--- src/rtl/nic_pkg.sv ---
package nic_pkg;

  // Meaning of the configuration select input.
  typedef enum logic {
    CFG_ENABLE = 1'b0,
    CFG_LEVEL  = 1'b1
  } cfg_kind_e;

  // Index width for a count of items, never below one bit.
  function automatic int unsigned idx_bits(input int unsigned n);
    return (n > 1) ? $clog2(n) : 1;
  endfunction

endpackage

--- src/rtl/nic_cfg_regs.sv ---
module nic_cfg_regs import nic_pkg::*; #(
  parameter int N_LINES = 8,
  parameter int PRIO_W  = 3,
  parameter int IDX_W   = 3
) (
  input  logic                             clk,
  input  logic                             rst_n,
  input  logic                             we,
  input  logic [IDX_W-1:0]                 idx,
  input  logic                             sel,
  input  logic [PRIO_W-1:0]                data,
  output logic [N_LINES-1:0]               en_o,
  output logic [N_LINES-1:0][PRIO_W-1:0]   lvl_o
);

  cfg_kind_e kind;
  assign kind = cfg_kind_e'(sel);

  for (genvar g = 0; g < N_LINES; g++) begin : g_line
    logic hit;
    assign hit = we && (idx == IDX_W'(g));

    always_ff @(posedge clk or negedge rst_n) begin
      if (!rst_n) begin
        en_o[g]  <= 1'b0;
        lvl_o[g] <= '0;
      end else if (hit) begin
        if (kind == CFG_ENABLE) en_o[g]  <= data[0];
        else                    lvl_o[g] <= data;
      end
    end
  end

endmodule

--- src/rtl/nic_arbiter.sv ---
module nic_arbiter #(
  parameter int N_LINES = 8,
  parameter int PRIO_W  = 3,
  parameter int IDX_W   = 3
) (
  input  logic [N_LINES-1:0]             req,
  input  logic [N_LINES-1:0]             en,
  input  logic [N_LINES-1:0][PRIO_W-1:0] lvl,
  output logic                           found,
  output logic [IDX_W-1:0]               win_idx,
  output logic [PRIO_W-1:0]              win_lvl
);

  // A candidate displaces the current best only when strictly higher:
  // scanning upward, the lowest index keeps a tie.
  function automatic logic displaces(input logic have, input logic [PRIO_W-1:0] cand,
                                     input logic [PRIO_W-1:0] best);
    return !have || (cand > best);
  endfunction

  logic [N_LINES-1:0] elig;
  assign elig = req & en;

  always_comb begin
    found   = 1'b0;
    win_idx = '0;
    win_lvl = '0;
    for (int i = 0; i < N_LINES; i++) begin
      if (elig[i] && displaces(found, lvl[i], win_lvl)) begin
        found   = 1'b1;
        win_idx = IDX_W'(i);
        win_lvl = lvl[i];
      end
    end
  end

endmodule

--- src/rtl/nic_level_stack.sv ---
module nic_level_stack #(
  parameter int DEPTH  = 8,
  parameter int PRIO_W = 3,
  parameter int CNT_W  = 4
) (
  input  logic              clk,
  input  logic              rst_n,
  input  logic              push,
  input  logic              pop,
  input  logic [PRIO_W-1:0] push_lvl,
  output logic [PRIO_W-1:0] top_lvl,
  output logic [CNT_W-1:0]  count,
  output logic              full,
  output logic              empty
);

  logic [CNT_W-1:0]             cnt_q;
  logic [DEPTH-1:0][PRIO_W-1:0] slot_q;
  logic                         do_push;
  logic                         do_pop;

  assign full    = (cnt_q == CNT_W'(DEPTH));
  assign empty   = (cnt_q == '0);
  assign do_push = push && !full;
  assign do_pop  = pop && !push && !empty;
  assign count   = cnt_q;

  for (genvar g = 0; g < DEPTH; g++) begin : g_slot
    always_ff @(posedge clk or negedge rst_n) begin
      if (!rst_n)                              slot_q[g] <= '0;
      else if (do_push && cnt_q == CNT_W'(g))  slot_q[g] <= push_lvl;
    end
  end

  always_comb begin
    top_lvl = '0;
    for (int i = 0; i < DEPTH; i++) begin
      if (cnt_q == CNT_W'(i + 1)) top_lvl = slot_q[i];
    end
  end

  always_ff @(posedge clk or negedge rst_n) begin
    if (!rst_n)       cnt_q <= '0;
    else if (do_push) cnt_q <= cnt_q + CNT_W'(1);
    else if (do_pop)  cnt_q <= cnt_q - CNT_W'(1);
  end

endmodule

--- src/rtl/nic_top.sv ---
module nic_top import nic_pkg::*; #(
  parameter  int N_LINES     = 8,
  parameter  int PRIO_W      = 3,
  parameter  int STACK_DEPTH = 8,
  localparam int IDX_W       = idx_bits(N_LINES),
  localparam int CNT_W       = $clog2(STACK_DEPTH + 1)
) (
  input  logic               clk,
  input  logic               rst_n,
  input  logic [N_LINES-1:0] irq_in,
  input  logic               cfg_we,
  input  logic [IDX_W-1:0]   cfg_idx,
  input  logic               cfg_sel,
  input  logic [PRIO_W-1:0]  cfg_data,
  output logic               int_req,
  output logic [IDX_W-1:0]   int_vec,
  input  logic               int_ack,
  input  logic               eos,
  output logic [PRIO_W-1:0]  oper_prio,
  output logic               stk_ovf
);

  // Named internal events (also observed by the checker).
  logic [N_LINES-1:0]             irq_q;
  logic [N_LINES-1:0]             en;
  logic [N_LINES-1:0][PRIO_W-1:0] lvl;
  logic                           sel_found;
  logic [IDX_W-1:0]               sel_idx;
  logic [PRIO_W-1:0]              sel_lvl;
  logic                           accept;
  logic                           retire;
  logic [PRIO_W-1:0]              oper_q;
  logic [PRIO_W-1:0]              oper_next;
  logic                           req_q;
  logic                           req_next;
  logic [IDX_W-1:0]               vec_q;
  logic [PRIO_W-1:0]              req_lvl;
  logic                           ovf_q;
  logic [PRIO_W-1:0]              stk_top;
  logic [CNT_W-1:0]               stk_cnt;
  logic                           stk_full;
  logic                           stk_empty;

  // Next operating level: acceptance has precedence over return.
  function automatic logic [PRIO_W-1:0] level_after(
      input logic acc, input logic ret, input logic [PRIO_W-1:0] taken,
      input logic [PRIO_W-1:0] saved, input logic [PRIO_W-1:0] cur);
    if (acc)      return taken;
    else if (ret) return saved;
    else          return cur;
  endfunction

  function automatic logic outranks(input logic have, input logic [PRIO_W-1:0] cand,
                                    input logic [PRIO_W-1:0] running);
    return have && (cand > running);
  endfunction

  always_ff @(posedge clk or negedge rst_n) begin
    if (!rst_n) irq_q <= '0;
    else        irq_q <= irq_in;
  end

  nic_cfg_regs #(.N_LINES(N_LINES), .PRIO_W(PRIO_W), .IDX_W(IDX_W)) u_cfg (
    .clk   (clk),
    .rst_n (rst_n),
    .we    (cfg_we),
    .idx   (cfg_idx),
    .sel   (cfg_sel),
    .data  (cfg_data),
    .en_o  (en),
    .lvl_o (lvl)
  );

  nic_arbiter #(.N_LINES(N_LINES), .PRIO_W(PRIO_W), .IDX_W(IDX_W)) u_arb (
    .req     (irq_q),
    .en      (en),
    .lvl     (lvl),
    .found   (sel_found),
    .win_idx (sel_idx),
    .win_lvl (sel_lvl)
  );

  assign accept    = int_ack && req_q;
  assign retire    = eos && !accept && !stk_empty;
  assign oper_next = level_after(accept, retire, req_lvl, stk_top, oper_q);
  assign req_next  = outranks(sel_found, sel_lvl, oper_next);

  nic_level_stack #(.DEPTH(STACK_DEPTH), .PRIO_W(PRIO_W), .CNT_W(CNT_W)) u_stk (
    .clk      (clk),
    .rst_n    (rst_n),
    .push     (accept),
    .pop      (retire),
    .push_lvl (oper_q),
    .top_lvl  (stk_top),
    .count    (stk_cnt),
    .full     (stk_full),
    .empty    (stk_empty)
  );

  always_ff @(posedge clk or negedge rst_n) begin
    if (!rst_n) begin
      oper_q  <= '0;
      req_q   <= 1'b0;
      vec_q   <= '0;
      req_lvl <= '0;
      ovf_q   <= 1'b0;
    end else begin
      oper_q  <= oper_next;
      req_q   <= req_next;
      vec_q   <= req_next ? sel_idx : '0;
      req_lvl <= req_next ? sel_lvl : '0;
      ovf_q   <= ovf_q || (accept && stk_full);
    end
  end

  assign int_req   = req_q;
  assign int_vec   = vec_q;
  assign oper_prio = oper_q;
  assign stk_ovf   = ovf_q;

endmodule

--- config.mk ---
export PLATFORM = sky130hd
export DESIGN_NAME = nic_top
export DESIGN_NICKNAME = d
export VERILOG_FILES = /design/src/rtl/nic_pkg.sv /design/src/rtl/nic_cfg_regs.sv /design/src/rtl/nic_arbiter.sv /design/src/rtl/nic_level_stack.sv /design/src/rtl/nic_top.sv
export SDC_FILE = /design/constraint.sdc
export NUM_CORES = 1
export LEC_CHECK = 0
export ABC_CLOCK_PERIOD_IN_PS = 12400
export BUFFER_PORTS_ARGS = -buffer_cell sky130_fd_sc_hd__buf_2
export CAP_MARGIN = 30
export CELL_PAD_IN_SITES_DETAIL_PLACEMENT = 0
export CELL_PAD_IN_SITES_GLOBAL_PLACEMENT = 1
export CORE_ASPECT_RATIO = 0.7
export CORE_UTILIZATION = 48
export DETAILED_ROUTE_END_ITERATION = 8
export HOLD_SLACK_MARGIN = 0.03
export MAX_ROUTING_LAYER = met4
export PLACE_DENSITY = 0.75
export SYNTH_ARGS = -nofsm -noshare
export SYNTH_HDL_FRONTEND = slang
export SYNTH_SLANG_ARGS = --single-unit
--- constraint.sdc ---
create_clock -name clk -period 12.4 [get_ports clk]
set_input_delay 0.62 -clock clk [delete_from_list [all_inputs] [get_ports clk]]
set_output_delay 0.62 -clock clk [all_outputs]
set_load 0.005 [all_outputs]
==> results.cfg <==
[final_layout]
multi_input_area_um2 = 2380
final-seq-area_um2 = 1980
syn2layout_area_growth_pct = 13.7
num-fill-cells = 764
drive_above_1_share = 0.245
diodes = 0
final_nets = 505

[pwr]
p_per_area_nw_per_um2 = 219
pwr-share-seq = 0.342
internal_power_uw = 690
ir_drop_mv = 0.109
swShare = 0.376
power_leakage_nw = 2.31
power_frac_clock = 0.255
combinationalPowerShare = 0.403
power_switching_uw = 415

[sta]
fin_crit_sh = 0.933
setup-tns-final_ns = 0
fmax_mhz = 86.5
slew-limit-headroom = 0.520
tightest_slew_ns = 0.708
skew_ns = 0.00591
final-setup-viol-count = 0
min_period_ns = 11.56
hold_viol_final = 0
setup_slack_ns = 0.836
rsz0062_at_grt = no
finalMaxSlewViolations = 0

[synth]
async_reset_ff_frac = 1.00
synth_compound_area_frac = 0.176
netlist_area_um2 = 4450
synthAdderAreaFrac = 0.0760
synthFlopType = dfrtp_1
yosysTopAreaCell = dfrtp_1
synth-seq-cells = 79
synth-simple-area-share = 0.138
yosysWarnings = 0
synth_top_area_share = 0.445
synth_xor_area_frac = 0.00394
syn_nets = 475
synth_top_family_by_area = compound AO/OA/AOI/OAI gates
synthDistinctLibCells = 61
synth_area_leaders = dfrtp_1 (44%), mux2_2 (13%), ha_1 (7.6%)
synth_enable_flop_cells = 0
synthMuxAreaShare = 0.137
synth_seq_area_share = 0.445
syn_inst = 428
avgSynthCellArea_um2 = 10.4

[critical_path]
path_delay_family = compound AO/OA/AOI/OAI gates
max_stage_delay_ns = 0.42
cp-end-kind = flip-flop
critPathLaunchType = flip-flop
worstPathMaxFanout = 11
cp_data_arrival_time_ns = 11.82
critPathBufInv = 4
crit_slowest_cell = dfrtp_1
critPathKind = reg -> reg
crit_required_ns = 12.66
path_common_cell = ha_1

[floorplan]
initial_core_util = 0.510
fp.coreArea_um2 = 8720
dieHeight_um = 82.5
rows = 28
ios = 28
die_x_um = 117
die_area_um2 = 9660

[grt]
grt_pass1_vias = 3224
antenna_found_initial = 0
grt_max_degree = 55
overflow = 0
grt_usage = 0.251
grt_pass1_wl_mm = 16.9

[clock_tree]
cts.sinks = 79
cts_hold_buffers = 0
clk_latency_ns = 0.34
cts_buffers = 9
clk_pin_slew_worst_paths_ns = 0.06
cts_tree = built
cts-root-buf = clkbuf_16
htreeDepth = 3
cts_buffer_depth = 2

[hold_path]
min_path_type = in -> async

[routing]
totalWireLength_mm = 10.4
wire_per_inst_um = 17.8
post_drt_via_cell_ratio = 5.78
drt_iter0_drc = 269
firstDrtPassIters = 5
via_count = 3363
antenna_left = 0
drc = 0

[placement]
post-dp-hpwl_mm = 7.90
port_buffers = 27
preCtsSetupSlack_ns = 0.655
gp_congestion = 0.841

[status]
outcome = finished clean

[flow_run]
maxCapViolCount = 0
==> layout make-up <==
type,count,area share
multi-input cells,322,0.470
flip-flops and latches,79,0.391
repair buffers,29,0.0342
inverters,17,0.0126
clock buffers,11,0.0480
clock inverters,4,0.0139
well taps,120,0.0297
==> state kept, by name (all words and copies together), names as in the netlist <==
signal / flops
u_stk.slot_q: 24
oper_prio: 3
req_lvl: 3
stk_ovf: 1
u_cfg.lvl_o: 24
int_vec: 3
u_cfg.en_o: 8
irq_q: 8
int_req: 1
u_stk.count: 4
==> power groups by stage <==
stage          logic, mW  clock network (mW)  registers, mW
2_1_floorplan      0.338                   0          0.357
3_3_place_gp       0.424                   0          0.379
3_5_place_dp       0.437                   0          0.381
4_1_cts            0.440               0.289          0.377
5_1_grt            0.502               0.298          0.387
6_report           0.445               0.282          0.378
==> layout by cell type (no fill, tap or decap), drive strengths merged, types with 8 or more instances in the layout <==
| master | Yosys | layout |
|---|---|---|
| buf | 3 | 29 |
| clkbuf | 7 | 11 |
| inv | 17 | 17 |
| dfrtp | 79 | 79 |
| a31oi | 9 | 9 |
| nor2b | 9 | 9 |
| and2 | 8 | 8 |
| nand2 | 54 | 54 |
| o21ai | 23 | 23 |
| mux2 | 50 | 50 |
| nand3 | 10 | 10 |
| a21oi | 21 | 21 |
| o21a | 8 | 8 |
| a21o | 8 | 8 |
| ha | 27 | 27 |
| nor2 | 27 | 27 |
==> cell usage after synthesis (all sizes together) (4+ instances only) <==
cell	instances
nand2	54
ha	27
o211ai	5
o21a	8
a21oi	21
o21bai	4
clkbuf	7
dfrtp	79
mux2	50
nor2b	9
nand3	10
a22oi	6
and2	8
o21ai	23
a31oi	9
a21o	8
a211oi	5
nor2	27
nand3b	4
inv	17
==> routing by layer <==
layer / global-route usage / vias up / share of wire
met1: 0.374 / 1651 / 0.53
met4: 0.0620 / 0 / 0.0092
met2: 0.334 / 76 / 0.40
met3: 0.0664 / 11 / 0.056
li1: - / 1625 / -
met5: - / - / 0
==> logic make-up (layout without fill, tap and decap cells) <==
group / count (synthesis) / in the layout
AOI/OAI and AO/OA: 112 / 112
xor gates and xnor gates: 2 / 2
adders and majority gates: 27 / 27
buffers and inverters: 27 / 61
DFF: 79 / 79
muxes: 52 / 52
and+or+nand+nor: 129 / 129
==> per-stage QoR <==
stage	hold WS, ns	std cells	area (µm²)	util	power, mW
after floorplan	0.324	428	4450	-	0.695
after global placement	0.454	566	4700	0.539	0.802
after detailed placement	0.466	567	4730	0.542	0.819
after CTS	0.194	582	5040	0.578	1.11
after global routing	0.213	582	5050	0.579	1.19
final	0.195	582	5050	0.579	1.11
==> path summary, 6_finish.rpt <==
kind / startpoint / endpoint / slack, ns / cells past startpoint
worst max-delay path: u_cfg.en_o[0]$_DFFE_PN0P_ / req_lvl[0]$_DFF_PN0_ / 0.84 / 58
min in group clk: irq_in[1] / irq_q[1]$_DFF_PN0_ / 0.38 / 1
worst max register to register: u_cfg.en_o[0]$_DFFE_PN0P_ / req_lvl[0]$_DFF_PN0_ / 0.84 / 58
max in group asynchronous: rst_n / u_cfg.en_o[3]$_DFFE_PN0P_ / 11.62 / 2
worst min-delay path: rst_n / u_cfg.lvl_o[15]$_DFFE_PN0P_ / 0.19 / 1
worst min register to register: stk_ovf$_DFF_PN0_ / stk_ovf$_DFF_PN0_ / 0.47 / 1
==> repair_timing <==
action | 4_1_cts | 5_1_grt
setup endpoints to repair | 0 | 7
gates resized for setup | 0 | 3
setup buffers | 0 | 0
endpoints found under the hold margin | 0 | 0
Power figures use the tool's default switching activity.
